[src/rtl/can_irq_vector.sv]
module can_irq_vector #(
  parameter int NUM_CENTERS = 15,
  parameter int VEC_W       = 8
) (
  input  logic                   clk,
  input  logic                   rst_n,
  input  logic                   err_evt,
  input  logic                   stat_evt,
  input  logic                   err_ie,
  input  logic                   stat_ie,
  input  logic                   stat_rd,
  input  logic                   rx_done,
  input  logic                   tx_done,
  input  logic                   rxs_wr,
  input  logic                   rxs_wdata,
  input  logic                   txs_wr,
  input  logic                   txs_wdata,
  input  logic [NUM_CENTERS-1:0] req_set,
  input  logic [NUM_CENTERS-1:0] req_clr,
  output logic [VEC_W-1:0]       vec,
  output logic                   irq,
  output logic                   rxs,
  output logic                   txs,
  output logic [NUM_CENTERS-1:0] intrq
);
  localparam int NSRC = NUM_CENTERS + 1;

  logic                   stat_pend;
  logic [NUM_CENTERS-1:0] intrq_q;
  logic                   rxs_q, txs_q;
  logic [VEC_W-1:0]       vec_q, vec_d, best;
  logic                   irq_q, shown_live;
  logic [NSRC-1:0]        src;

  assign src = {intrq_q, stat_pend};

  always_comb begin
    best = '0;
    for (int i = NSRC - 1; i >= 0; i--)
      if (src[i]) best = VEC_W'(i + 1);
  end

  always_comb begin
    shown_live = 1'b0;
    for (int i = 0; i < NSRC; i++)
      if (vec_q == VEC_W'(i + 1)) shown_live = src[i];
  end

  assign vec_d = shown_live ? vec_q : best;

  always_ff @(posedge clk or negedge rst_n) begin
    if (!rst_n) begin
      stat_pend <= 1'b0;
      intrq_q   <= '0;
      rxs_q     <= 1'b0;
      txs_q     <= 1'b0;
      vec_q     <= '0;
      irq_q     <= 1'b0;
    end else begin
      stat_pend <= (err_evt & err_ie) | (stat_evt & stat_ie) | (stat_pend & ~stat_rd);
      intrq_q   <= req_set | (intrq_q & ~req_clr);
      rxs_q     <= rx_done | (rxs_wr ? rxs_wdata : rxs_q);
      txs_q     <= tx_done | (txs_wr ? txs_wdata : txs_q);
      vec_q     <= vec_d;
      irq_q     <= |vec_d;
    end
  end

  assign vec   = vec_q;
  assign irq   = irq_q;
  assign rxs   = rxs_q;
  assign txs   = txs_q;
  assign intrq = intrq_q;
endmodule

[config.mk]
export PLATFORM = sky130hd
export DESIGN_NAME = can_irq_vector
export DESIGN_NICKNAME = d
export VERILOG_FILES = /design/src/rtl/can_irq_vector.sv
export SDC_FILE = /design/constraint.sdc
export NUM_CORES = 1
export LEC_CHECK = 0
export BUFFER_PORTS_ARGS = -buffer_cell sky130_fd_sc_hd__buf_2
export CAP_MARGIN = 25
export CELL_PAD_IN_SITES_DETAIL_PLACEMENT = 0
export CELL_PAD_IN_SITES_GLOBAL_PLACEMENT = 1
export CORE_ASPECT_RATIO = 0.7
export CORE_MARGIN = 3
export CORE_UTILIZATION = 33
export CTS_BUF_LIST = sky130_fd_sc_hd__clkbuf_8
export DETAILED_ROUTE_END_ITERATION = 6
export PLACE_DENSITY_LB_ADDON = 0.25
export SLEW_MARGIN = 20
export SYNTH_ARGS = -nofsm -noshare
export SYNTH_HDL_FRONTEND = slang
export SYNTH_SLANG_ARGS = --single-unit
[constraint.sdc]
create_clock -name clk -period 2.6 [get_ports clk]
set_input_delay 0.26 -clock clk [delete_from_list [all_inputs] [get_ports clk]]
set_output_delay 0.26 -clock clk [all_outputs]
set_load 0.1 [all_outputs]
==> results_dict.tcl, run 1 <==
set metrics [dict create \
    grt_pass1_wl_mm 5.33 \
    post-cts-setup-buffer-count 0 \
    p_int_w 0.000633 \
    route.met3.wl_um 200 \
    die_h_um 59.1 \
    power_leakage_nw 0.905 \
    wire_per_inst_um 12.8 \
    post-layout-total-power_w 0.00105 \
    ctsResizeCount 0 \
    num_rows 18 \
    slew_headroom_pct 59.6 \
    max_clock_freq_ghz 0.426 \
    finalCritPeriodShare_pct 90.2 \
    drv_cap 0 \
    htree_levels 1 \
    die-area_um2 4840 \
    p_switching_w 0.000415 \
    post-route-min-period_ns 2.35 \
    wl_met2_mm 1.47 \
    grt_pass1_vias 1165 \
    ir_drop_uv 311 \
    critPathKind "reg -> reg" \
    clock_path_buffers 2 \
    cts_buffers 3 \
    track_usage_pct 14.2 \
    pwr-share-seq_pct 46.8 \
    hold_viol_final 27 \
    critPathMaxFanout 4 \
    die_x_um 81.9 \
    tightestPinTransition_ns 0.606 \
    rsz0062_at_grt "false" \
    p_comb_share_pct 31.0 \
    tritoncts "yes" \
    post-route-util_pct 48.1 \
    insertion_delay_ns 0.27 \
    wl_mm 3.24 \
    start_kind "flip-flop" \
    synth-seq-area-share_pct 50.8 \
    yosysWarnings 0 \
    gp_congestion 0.787 \
    antenna_found_initial 0 \
    synthCells 131 \
    vias 1204 \
    drt_iter0_drc 72 \
    ys_ff_latch 27 \
    p_sw_share_pct 39.6 \
    grt_max_degree 28 \
    drt_first_pass_iters 4 \
    arrival_ns 2.51 \
    top_layer_used "met4" \
    worst_setup_path_end_kind "flip-flop" \
    synth.avg_cell_area_um2 10.2 \
    power_frac_clock_pct 22.3 \
    routedLengthMet1_mm 1.56 \
    start_util_pct 36.0 \
    clock_sinks 27 \
    core_um2 3690 \
    pin_count 69 \
    numPortBuffers 68 \
    ant_nets 0 \
    viasPerCell 4.76 \
    synth_area_um2 1330 \
    setup_viol_count_final 0 \
    place_hpwl_mm 2.55 \
    min_path_type "in -> async" \
    cts_hold_buf 0 \
    drive_above_1_share_pct 38.9 \
    maxSlewViolCount 0 \
    final.setup.tns_ns 0 \
    nets 247 \
    cts.clk_slew.worst_paths_ns 0.09 \
    drc 0 \
    syn2layout_area_growth_pct 33.5 \
    synth.distinct_cells 32 \
    root_buffer "clkbuf_8" \
    violations "hold timing" \
    cp.required_ns 2.76 \
    status "finished, violations left" \
    grt.overflow.total 0 \
    timing.hold.ws_ns -0.0149 \
    nFillCells 363 \
    clock_skew_ns 0.00467 \
    diodes 0 \
    power_density_nw_per_um2 590 \
]
-- power groups by stage --
| stage | sequential [W] | clock, W | combinational [W] |
|---|---|---|---|
| after floorplan | 0.000663 | 0 | 0.0000760 |
| after global placement | 0.000496 | 0 | 0.000324 |
| after detailed placement | 0.000498 | 0 | 0.000327 |
| after CTS | 0.000490 | 0.000246 | 0.000328 |
| after global routing | 0.000497 | 0.000254 | 0.000345 |
| final | 0.000490 | 0.000233 | 0.000325 |
-- cells in the mapped netlist --
cell type / n / area (um^2)
a21o_1: 14 / 105
o311ai_0: 1 / 8.76
o21ai_4: 1 / 16.3
a21boi_0: 1 / 7.51
o21bai_1: 2 / 15.0
conb_1: 1 / 3.75
inv_1: 18 / 67.6
o22a_1: 1 / 8.76
a311oi_1: 1 / 8.76
o21ai_0: 4 / 20.0
dfrtp_1: 27 / 676
or4_4: 1 / 11.3
nor2b_1: 4 / 25.0
nor3_1: 4 / 20.0
mux2_2: 5 / 56.3
nor2_1: 7 / 26.3
buf_2: 2 / 10.0
o221ai_1: 1 / 8.76
a211oi_1: 2 / 15.0
mux2i_1: 3 / 30.0
a22oi_1: 1 / 7.51
nand2b_1: 3 / 18.8
and4_1: 1 / 8.76
nor3b_1: 3 / 22.5
a31oi_1: 2 / 12.5
a211o_1: 2 / 17.5
a32o_1: 1 / 10.0
nand2_1: 6 / 22.5
o31a_2: 1 / 10.0
o31ai_1: 1 / 7.51
nor4_1: 2 / 12.5
a21oi_1: 8 / 40.0
-- critical path: stages (launching register included) --
cell and delay, ns:
dfrtp_1 0.40, or4_4 0.54, a311oi_1 0.34, o221ai_1 0.21
o31a_2 0.17, o21ai_4 0.21, mux2_2 0.35
-- metrics by stage --
stage	cells	setup WS, ns	cell area, um^2
CTS	253	0.273	1780
floorplan	133	0.000711	1340
detailed placement	249	0.375	1730
finish	253	0.254	1780
global placement	249	0.494	1730
global route	253	0.130	1780
-- final timing paths --
check	depth (start not counted)	slack [ns]	startpoint	end
setup / recovery	6	0.25	vec[7]	vec[1]
hold / removal	1	-0.01	rst_n	intrq[13]
setup reg to reg	6	0.25	vec[7]	vec[1]
hold reg to reg	1	0.55	intrq[14]	irq
max in group asynchronous	1	2.21	rst_n	vec[0]
min in group clk	2	0.15	req_clr[12]	intrq[12]
-- state kept, by name, indices dropped and copies added, names as in the netlist --
signal and flops:
intrq 15, irq 1, rxs 1, stat_pend 1, txs 1, vec 8
-- kinds of logic (layout without fill, tap and decap cells) --
logic type | Yosys count | after routing | share of synthesized area, %
other | 1 | 3 | 0.282
DFF | 27 | 27 | 50.8
AOI/OAI and AO/OA | 44 | 44 | 24.0
buffers and inverters | 20 | 90 | 5.83
and+or+nand+nor | 31 | 31 | 12.6
muxes | 8 | 8 | 6.49
-- placed cells by master (no fill, tap or decap), drive strengths merged --
cell type,netlist,layout
clkbuf,0,3
nor4,2,2
and4,1,1
o21ai,5,5
nor2b,4,4
o22a,1,1
o311ai,1,1
o21bai,2,2
a211oi,2,2
a311oi,1,1
o31ai,1,1
nor2,7,7
a32o,1,1
a21oi,8,8
mux2,5,5
a211o,2,2
nor3,4,4
dfrtp,27,27
buf,2,68
o31a,1,1
a22oi,1,1
a21o,14,14
nand2b,3,3
nand2,6,6
or4,1,1
nor3b,3,3
a31oi,2,2
o221ai,1,1
inv,18,19
conb,1,3
mux2i,3,3
a21boi,1,1
-- layer usage --
metal | vias up | track usage (%)
met3 | 2 | 3.95
met1 | 559 | 20.2
li1 | 604 | -
met2 | 39 | 22.6
met4 | 0 | 1.42
met5 | - | 0
-- layout make-up --
class                   instances  area, um^2  area share (%)
clock buffers                   3        41.3            2.33
clock inverters                 1        3.75           0.211
inverters                      18        67.6            3.81
multi-input cells              86         584            32.9
flip-flops and latches         27         676            38.1
well taps                      50        62.6            3.52
repair buffers                 68         340            19.2
(Power assumes the default switching activity.)
==> run 2: changes to the inputs <==
RECOVER_POWER = 25   (was unset)
==> run 2 against run 1 <==
The run now ends clean. Die area did not move. Wire length is essentially flat. Highest routed layer unchanged. Flip-flop and latch count unchanged. Critical path type unchanged. Worst setup slack is essentially flat. Global-route usage stayed put. First-iteration DRC count decreased by 1.4%. Largest power group unchanged. Critical path depth unchanged. Sequential power barely moved.
==> results_dict.tcl, run 2 (synthesis gave the netlist of run 1 again) <==
set metrics [dict create \
    status "finished clean" \
    core_um2 3690 \
    place_hpwl_mm 2.55 \
    diodes 0 \
    final_common_cell "buf_2" \
    pin_count 69 \
    worst_setup_path_end_kind "flip-flop" \
    place_area_um2 1730 \
    crit_chain "or4_4, a311oi_1, o221ai_1, o31a_2, o21ai_4, mux2_2" \
    power_leakage_nw 0.902 \
    ir_drop_uv 311 \
    slew_headroom_pct 3.85 \
    max_clock_freq_ghz 0.426 \
    root_buffer "clkbuf_8" \
    drive_above_1_share_pct 38.4 \
    drv_cap 0 \
    final.setup.tns_ns 0 \
    drc 0 \
    critPathTopFamily "compound AO/OA/AOI/OAI gates" \
    drt_first_pass_iters 4 \
    nFillCells 363 \
    largest_reg_flops 15 \
    seq_area_um2 676 \
    tightestPinTransition_ns 1.44 \
    syn2layout_area_growth_pct 33.4 \
    numPortBuffers 68 \
    tritoncts "yes" \
    critPathMaxFanout 4 \
    power_density_nw_per_um2 591 \
    gp_congestion 0.787 \
    wl_mm 3.25 \
    drt_iter0_drc 71 \
    cts.clk_slew.worst_paths_ns 0.09 \
    post-route-min-period_ns 2.35 \
    die_h_um 59.1 \
    grt_pass1_wl_mm 5.33 \
    post-route-cell-area_um2 1770 \
    rrSetupSlack_ns 0.25 \
    wire_per_inst_um 12.8 \
    cp.required_ns 2.76 \
    multi_input_area_um2 584 \
    clock_skew_ns 0.00467 \
    cp_slowest_cell "or4_4" \
    ctsResizeCount 0 \
    worst-path-buf-inv 0 \
    cts_hold_buf 0 \
    grt.overflow.total 0 \
    setup_viol_count_final 0 \
    ant_nets 0 \
    die_x_um 81.9 \
    vias 1204 \
    grt_pass1_vias 1165 \
    arrival_ns 2.51 \
    finalCritPeriodShare_pct 90.2 \
    antenna_found_initial 0 \
    start_util_pct 36.0 \
    min_path_type "in -> reg" \
    cts_buffers 3 \
    nets 247 \
    num_rows 18 \
    critPathKind "reg -> reg" \
    rsz0062_at_grt "false" \
    start_kind "flip-flop" \
    clock_path_buffers 2 \
    viasPerCell 4.76 \
    max_stage_delay_ns 0.54 \
    grt_max_degree 28 \
    htree_levels 1 \
    clock_sinks 27 \
    track_usage_pct 14.2 \
    die-area_um2 4840 \
    post-layout-total-power_w 0.00105 \
    post-cts-setup-buffer-count 0 \
    final_cell_mix "buf_2, dfrtp_1, inv_1, a21o_1, a21oi_1" \
    insertion_delay_ns 0.27 \
    maxSlewViolCount 0 \
    hold_viol_final 0 \
]
[run 2: layout make-up]
cell class | instances | share of cell area [%]
clock buffer | 3 | 2.33
tap | 50 | 3.53
multi-input combinational | 86 | 32.9
inverter | 18 | 3.81
clock inverter | 1 | 0.212
timing repair buffer | 68 | 19.1
sequential | 27 | 38.1
[run 2: worst paths after layout]
path	startpoint	end	cells after the start
setup / recovery	vec[7]	vec[1]	6
hold / removal	req_clr[12]	intrq[12]	2
setup reg to reg	vec[7]	vec[1]	6
hold reg to reg	intrq[14]	irq	1
max in group asynchronous	rst_n	vec[0]	1
min in group asynchronous	rst_n	intrq[13]	1
[run 2: layer usage]
| metal | GRT usage, % | vias to the layer above | wire length, um |
|---|---|---|---|
| met5 | 0 | - | 0 |
| met4 | 1.42 | 0 | 13 |
| met3 | 3.95 | 2 | 224 |
| met2 | 22.6 | 39 | 1470 |
| met1 | 20.2 | 559 | 1540 |
| li1 | - | 604 | - |
[run 2: stage by stage]
stage	hold slack (ns)	std cells	utilization (%)	setup slack [ns]
finish	0.146	253	48.0	0.254
floorplan	-0.0356	133	-	0.000711
global placement	0.298	249	46.8	0.494
global route	0.144	253	48.0	0.130
CTS	0.00526	253	48.1	0.273
detailed placement	0.310	249	46.8	0.375
[run 2: power breakdown]
group	internal, W	leakage, nW	switching (W)
combinational	0.0000815	0.574	0.000243
sequential	0.000446	0.301	0.0000447
clock	0.000106	0.0269	0.000128
[run 2: worst register-to-register path, cell delays in order, from the launching register on]
cell	delay (ns)
dfrtp_1	0.40
or4_4	0.54
a311oi_1	0.34
o221ai_1	0.21
o31a_2	0.17
o21ai_4	0.21
mux2_2	0.36
